[src/rtl/pktz_pkg.sv]
package pktz_pkg;
  localparam int DESC_W  = 64;
  localparam int SEG_MAX = 31;
  localparam int FLD_W   = 16;
  typedef logic [DESC_W-1:0] desc_t;
  typedef enum logic [1:0] {ST_IDLE, ST_CHECK, ST_SEEK, ST_WRITE} pk_state_t;
endpackage

[src/rtl/pktz_enc.sv]
module pktz_enc import pktz_pkg::*; #(
  parameter int ADDR_W = 44,
  parameter int LEN_W  = 21,
  parameter logic [3:0] TY_SRC  = 4'h2,
  parameter logic [3:0] TY_DST  = 4'h3,
  parameter logic [3:0] TY_MSRC = 4'h4,
  parameter logic [3:0] TY_MDST = 4'h5
) (
  input  logic              is_dst,
  input  logic [ADDR_W-1:0] addr,
  input  logic [LEN_W-1:0]  len,
  output desc_t             desc,
  output logic              ok
);
  localparam logic [LEN_W-1:0] NORM_MAX = LEN_W'(65535);
  localparam logic [LEN_W-1:0] MEGA_MAX = LEN_W'(65535 * 16);

  logic            mega;
  logic [3:0]      ty;
  logic [FLD_W-1:0] fld;

  always_comb begin
    mega = (len[3:0] == 4'h0);
    ok   = mega ? (len <= MEGA_MAX) : (len <= NORM_MAX);
    fld  = mega ? len[4 +: FLD_W] : len[0 +: FLD_W];
    if (is_dst) ty = mega ? TY_MDST : TY_DST;
    else        ty = mega ? TY_MSRC : TY_SRC;
    desc = '0;
    desc[63:60] = ty;
    desc[59:44] = fld;
    desc[ADDR_W-1:0] = addr;
  end
endmodule

[src/rtl/pktz_hdr.sv]
module pktz_hdr import pktz_pkg::*; #(
  parameter int TOT_W = 8,
  parameter logic [3:0] TY_HDR = 4'h1
) (
  input  logic [TOT_W-1:0] idx,
  input  logic [TOT_W-1:0] total,
  input  logic [15:0]      rid,
  output desc_t            desc
);
  logic [TOT_W-1:0] rem;
  logic             last;

  always_comb begin
    rem  = total - idx;
    last = (rem <= TOT_W'(SEG_MAX));
    desc = '0;
    desc[63:60] = TY_HDR;
    desc[57]    = last;
    desc[56]    = (idx == '0);
    desc[40:36] = last ? rem[4:0] : 5'(SEG_MAX);
    desc[15:0]  = rid;
  end
endmodule

[src/rtl/pktz_ptr.sv]
module pktz_ptr #(
  parameter int SLOTS  = 64,
  parameter int SLOT_W = $clog2(SLOTS)
) (
  input  logic              clk,
  input  logic              rst,
  input  logic              adv,
  output logic [SLOT_W-1:0] ptr
);
  localparam logic [SLOT_W-1:0] LAST = SLOT_W'(SLOTS - 1);

  always_ff @(posedge clk) begin
    if (rst)      ptr <= '0;
    else if (adv) ptr <= (ptr == LAST) ? '0 : ptr + 1'b1;
  end


  ptr_wrap_chk: assert property (@(posedge clk) disable iff (rst)
    adv && ptr == LAST |=> ptr == '0);

  ptr_step_chk: assert property (@(posedge clk) disable iff (rst)
    adv && ptr != LAST |=> ptr == $past(ptr) + 1'b1);

  ptr_hold_chk: assert property (@(posedge clk) disable iff (rst)
    !adv |=> $stable(ptr));
endmodule

[src/rtl/desc_packetizer.sv]
module desc_packetizer import pktz_pkg::*; #(
  parameter int MAX_ENT    = 127,
  parameter int RING_SLOTS = 64,
  parameter int ADDR_W     = 44,
  parameter int LEN_W      = 21,
  parameter logic [3:0] TY_HDR  = 4'h1,
  parameter logic [3:0] TY_SRC  = 4'h2,
  parameter logic [3:0] TY_DST  = 4'h3,
  parameter logic [3:0] TY_MSRC = 4'h4,
  parameter logic [3:0] TY_MDST = 4'h5,
  parameter logic [3:0] TY_NPTR = 4'h6,
  localparam int CNT_W  = $clog2(MAX_ENT + 1),
  localparam int TOT_W  = CNT_W + 1,
  localparam int SLOT_W = $clog2(RING_SLOTS)
) (
  input  logic              clk,
  input  logic              rst,
  input  logic              req_valid,
  input  logic [CNT_W-1:0]  req_nsrc,
  input  logic [CNT_W-1:0]  req_ndst,
  input  logic [15:0]       req_id,
  output logic              busy,
  output logic [TOT_W-1:0]  ent_idx,
  input  logic [ADDR_W-1:0] ent_addr,
  input  logic [LEN_W-1:0]  ent_len,
  output logic [SLOT_W-1:0] ring_rslot,
  input  logic [3:0]        ring_rtype,
  output logic              ring_we,
  output logic [SLOT_W-1:0] ring_waddr,
  output logic [63:0]       ring_wdata,
  output logic              done,
  output logic [TOT_W:0]    done_count,
  output logic              reject
);
  pk_state_t        state;
  logic [TOT_W-1:0] total, idx;
  logic [CNT_W-1:0] nsrc_r;
  logic [15:0]      rid;
  logic [4:0]       seg;
  logic             hdr_done;
  logic [TOT_W:0]   wcount;
  desc_t            enc_desc, hdr_desc;
  logic             enc_ok, need_hdr, ptr_adv, is_nptr;
  logic [TOT_W-1:0] req_total;

  pktz_enc #(.ADDR_W(ADDR_W), .LEN_W(LEN_W), .TY_SRC(TY_SRC), .TY_DST(TY_DST),
             .TY_MSRC(TY_MSRC), .TY_MDST(TY_MDST)) u_enc (
    .is_dst(idx >= TOT_W'(nsrc_r)), .addr(ent_addr), .len(ent_len),
    .desc(enc_desc), .ok(enc_ok));

  pktz_hdr #(.TOT_W(TOT_W), .TY_HDR(TY_HDR)) u_hdr (
    .idx(idx), .total(total), .rid(rid), .desc(hdr_desc));

  pktz_ptr #(.SLOTS(RING_SLOTS), .SLOT_W(SLOT_W)) u_ptr (
    .clk(clk), .rst(rst), .adv(ptr_adv), .ptr(ring_rslot));

  always_comb begin
    is_nptr   = (ring_rtype == TY_NPTR);
    need_hdr  = (seg == 5'd0) && !hdr_done;
    ptr_adv   = (state == ST_WRITE) || (state == ST_SEEK && is_nptr);
    req_total = TOT_W'(req_nsrc) + TOT_W'(req_ndst);
  end

  assign busy    = (state != ST_IDLE);
  assign ent_idx = idx;

  always_ff @(posedge clk) begin
    if (rst) begin
      state <= ST_IDLE;
      total <= '0; idx <= '0; nsrc_r <= '0; rid <= '0;
      seg <= '0; hdr_done <= 1'b0; wcount <= '0;
      ring_we <= 1'b0; ring_waddr <= '0; ring_wdata <= '0;
      done <= 1'b0; done_count <= '0; reject <= 1'b0;
    end else begin
      ring_we <= 1'b0;
      done    <= 1'b0;
      reject  <= 1'b0;
      case (state)
        ST_IDLE: if (req_valid) begin
          total  <= req_total;
          nsrc_r <= req_nsrc;
          rid    <= req_id;
          idx    <= '0;
          if (req_total == '0) begin
            done       <= 1'b1;
            done_count <= '0;
          end else begin
            state <= ST_CHECK;
          end
        end
        ST_CHECK: begin
          if (!enc_ok) begin
            reject <= 1'b1;
            state  <= ST_IDLE;
          end else if (TOT_W'(idx + 1'b1) == total) begin
            idx      <= '0;
            seg      <= '0;
            hdr_done <= 1'b0;
            wcount   <= '0;
            state    <= ST_SEEK;
          end else begin
            idx <= idx + 1'b1;
          end
        end
        ST_SEEK: if (!is_nptr) begin
          if (idx == total) begin
            done       <= 1'b1;
            done_count <= wcount;
            state      <= ST_IDLE;
          end else begin
            state <= ST_WRITE;
          end
        end
        ST_WRITE: begin
          ring_we    <= 1'b1;
          ring_waddr <= ring_rslot;
          wcount     <= wcount + 1'b1;
          if (need_hdr) begin
            ring_wdata <= hdr_desc;
            hdr_done   <= 1'b1;
          end else begin
            ring_wdata <= enc_desc;
            idx        <= idx + 1'b1;
            hdr_done   <= 1'b0;
            seg        <= (seg == 5'(SEG_MAX - 1)) ? 5'd0 : seg + 1'b1;
          end
          state <= ST_SEEK;
        end
        default: state <= ST_IDLE;
      endcase
    end
  end


  nptr_skip_chk: assert property (@(posedge clk) disable iff (rst)
    ring_we |-> $past(ring_rtype) != TY_NPTR);

  hdr_count_chk: assert property (@(posedge clk) disable iff (rst)
    ring_we && ring_wdata[63:60] == TY_HDR |-> ring_wdata[40:36] != 5'd0);

  norm_len_chk: assert property (@(posedge clk) disable iff (rst)
    ring_we && (ring_wdata[63:60] == TY_SRC || ring_wdata[63:60] == TY_DST)
      |-> ring_wdata[47:44] != 4'h0);

  reject_quiet_chk: assert property (@(posedge clk) disable iff (rst)
    reject |-> !ring_we && !done);
endmodule

[config.mk]
export PLATFORM = sky130hd
export DESIGN_NAME = desc_packetizer
export DESIGN_NICKNAME = d
export VERILOG_FILES = /design/src/rtl/pktz_pkg.sv /design/src/rtl/pktz_enc.sv /design/src/rtl/pktz_hdr.sv /design/src/rtl/pktz_ptr.sv /design/src/rtl/desc_packetizer.sv
export SDC_FILE = /design/constraint.sdc
export NUM_CORES = 1
export LEC_CHECK = 0
export ABC_AREA = 1
export BUFFER_PORTS_ARGS = -buffer_cell sky130_fd_sc_hd__clkbuf_2
export CORE_ASPECT_RATIO = 1.75
export CORE_UTILIZATION = 45
export DETAILED_ROUTE_END_ITERATION = 12
export PLACE_DENSITY = 0.82
export SYNTH_ARGS = -nofsm -noshare
export SYNTH_HDL_FRONTEND = slang
export SYNTH_SLANG_ARGS = --single-unit
[constraint.sdc]
create_clock -name clk -period 2.7 [get_ports clk]
set_input_delay 0.135 -clock clk [delete_from_list [all_inputs] [get_ports clk]]
set_output_delay 0.135 -clock clk [all_outputs]
set_load 0.05 [all_outputs]
==> out/results.ini <==
[status]
outcome=finished clean

[grt]
grt_pass1_vias=7356
grt_first_pass_wirelength_um=34300
grt_max_degree=66
antenna_found_initial=0
grt-ovfl-total=0
track_usage=0.275

[detailed_routing]
met3_length_um=1160
vias_per_cell=5.30
top_layer_used=met4
met1Wirelength_um=7970
first_pass_iters=5
drt-initial-drc-count=370
ant_nets=0
vias=7435
drc=0
routed_wirelength_um=21400
dr_wl_met2_um=11100
wl_per_cell_um=15.3

[layout]
final_nets=1339
area_growth_pct=33.2
final_common_cell=nand2_1
layout_common_cells=nand2_1, clkbuf_2, dfxtp_1
num_antenna_cells=0
drive_above_1_share=0.231
fillCellCount=1292

[yosys]
seq_area_frac_synth=0.410
yosys_warnings=0
synth_nets=1095
synth_area_per_cell_um2=7.24
syn-instance-count=963
ys.flop_type=dfxtp_1
synth.distinct_cells=41
postSynth.asyncResetShare=0
syn-cell-area_um2=6980
synth_edf_count=0
ys_seq_elements=143

[clock_tree]
clock_latency_ps=420
cts_made_buffers=17
cts_tree=done
cts_sinks=143
postCtsSetupRepairBufs=0
clk_pin_slew_ps=60
htreeDepth=4
clk_path_buf_depth=2
cts_root_buffer=clkbuf_16

[worst_setup_path]
endpoint_kind=register
cp_data_required_time_ps=2960
crit_type=register to register
cp_max_fo=8
arrival_ps=2570
crit_path_start_kind=register
regToRegSetupSlack_ps=390

[timing]
max_slew_margin=0.502
finClkSkew_ps=12.4
setup_viol=0
holdWs_ps=15.9
rsz0062_at_grt=no
fmax_ghz=0.433
setup_tns_ps=0
hold_viol=0
period_minus_slack_ps=2310
worst_slew_pin_slew_ps=747
drv_slew=0
finalCritPeriodShare=0.854

[die]
die_y_um=167
start_util=0.465
core_area_um2=15000
io_pins=199
die_w_um=96.1
die_area_um2=16000
rows=59

[run]
drv_cap=0

[placement]
io_buffers=197
place_congestion=0.922
dp_hpwl_um=14900

[power]
cellPowerDensity_nw_per_um2=721
p_leak_nw=4.22
vdd_ir_drop_max_mv=0.458

[hold_path]
hp-class=primary input to register

-- area by class of cell --
cell class / instances / area, um2 / share of cell area
Clock inverter: 13 / 179 / 0.0193
Clock buffer: 18 / 439 / 0.0473
Sequential cell: 143 / 2860 / 0.308
Inverter: 102 / 383 / 0.0412
Tap cell: 183 / 229 / 0.0246
Timing Repair Buffer: 266 / 1650 / 0.177
Multi-Input combinational cell: 677 / 3550 / 0.382
-- flip-flops by register name, indices dropped and copies added, names as in the netlist --
| name | cells |
|---|---|
| ent_idx | 8 |
| done | 1 |
| ring_wdata | 63 |
| rid | 16 |
| reject | 1 |
| ring_we | 1 |
| seg | 5 |
| state | 2 |
| ring_waddr | 6 |
| wcount | 9 |
| nsrc_r | 7 |
| done_count | 9 |
| total | 8 |
| hdr_done | 1 |
| u_ptr.ptr | 6 |
-- path summary, 6_finish.rpt --
kind / start / end / cells after the start
max: ent_idx[3] / ring_wdata[37] / 10
min: ent_len[6] / ring_wdata[50] / 3
max reg2reg: ent_idx[3] / ring_wdata[37] / 10
min reg2reg: ring_wdata[42] / ring_wdata[42] / 2
-- per-stage QoR --
| step | std cells | area (um2) | util | setup slack [ps] | power, W |
|---|---|---|---|---|---|
| floorplan | 963 | 6980 | - | 330 | 0.00372 |
| global placement | 1314 | 8100 | 0.541 | 506 | 0.00415 |
| detailed placement | 1314 | 8100 | 0.541 | 436 | 0.00417 |
| CTS | 1402 | 9290 | 0.620 | 432 | 0.00671 |
| global route | 1402 | 9290 | 0.620 | 109 | 0.00703 |
| finish | 1402 | 9290 | 0.620 | 393 | 0.00670 |
-- timing repair --
action	in CTS	in global routing
endpoints found under the setup margin	0	0
hold endpoints to repair	57	0
resized for setup	0	0
hold buffers	57	0
-- synth_stat cells (9+ instances only) --
cell	instances	share of area
nand2_1	242	0.13
dfxtp_1	143	0.41
a21oi_1	100	0.072
inv_1	98	0.053
nor2_1	81	0.044
o21ai_0	62	0.044
nand3_1	39	0.028
clkbuf_1	28	0.015
ha_1	28	0.050
a31oi_1	18	0.016
a22oi_1	12	0.013
nand4_1	10	0.0090
nor3_1	9	0.0065
-- metal layers --
| layer | vias to the layer above | GRT usage |
|---|---|---|
| met4 | 0 | 0.170 |
| met2 | 295 | 0.483 |
| met3 | 79 | 0.0562 |
| met1 | 3424 | 0.288 |
| met5 | - | 0 |
| li1 | 3637 | - |
-- cell families after synthesis --
kind of cell               count (synthesis)  share of synthesized area
and+or+nand+nor                          417                      0.263
AOI/OAI and AO/OA                        216                      0.173
buffers and inverters                    143                     0.0805
other                                      1                   0.000538
DFF                                      143                      0.410
adders and majority gates                 30                     0.0560
xor gates and xnor gates                  13                     0.0163
-- power by group --
group	leakage (nW)	internal (W)	switching (W)	total, W
Sequential	1.16	0.00229	0.000122	0.00242
Clock	0.293	0.00150	0.000969	0.00247
Combinational	2.77	0.000566	0.00125	0.00181
-- worst max-delay path, cell delays in order (launching register included) --
cell      delay [ps]
dfxtp_1          520
inv_2            110
ha_1             410
a21oi_1          180
nand2_1           90
a21oi_1          180
nor2_1            60
nor2_1           100
nand3_1          210
o21bai_1         200
a21oi_1           80
Note: power is estimated with default switching activity, not from simulation.
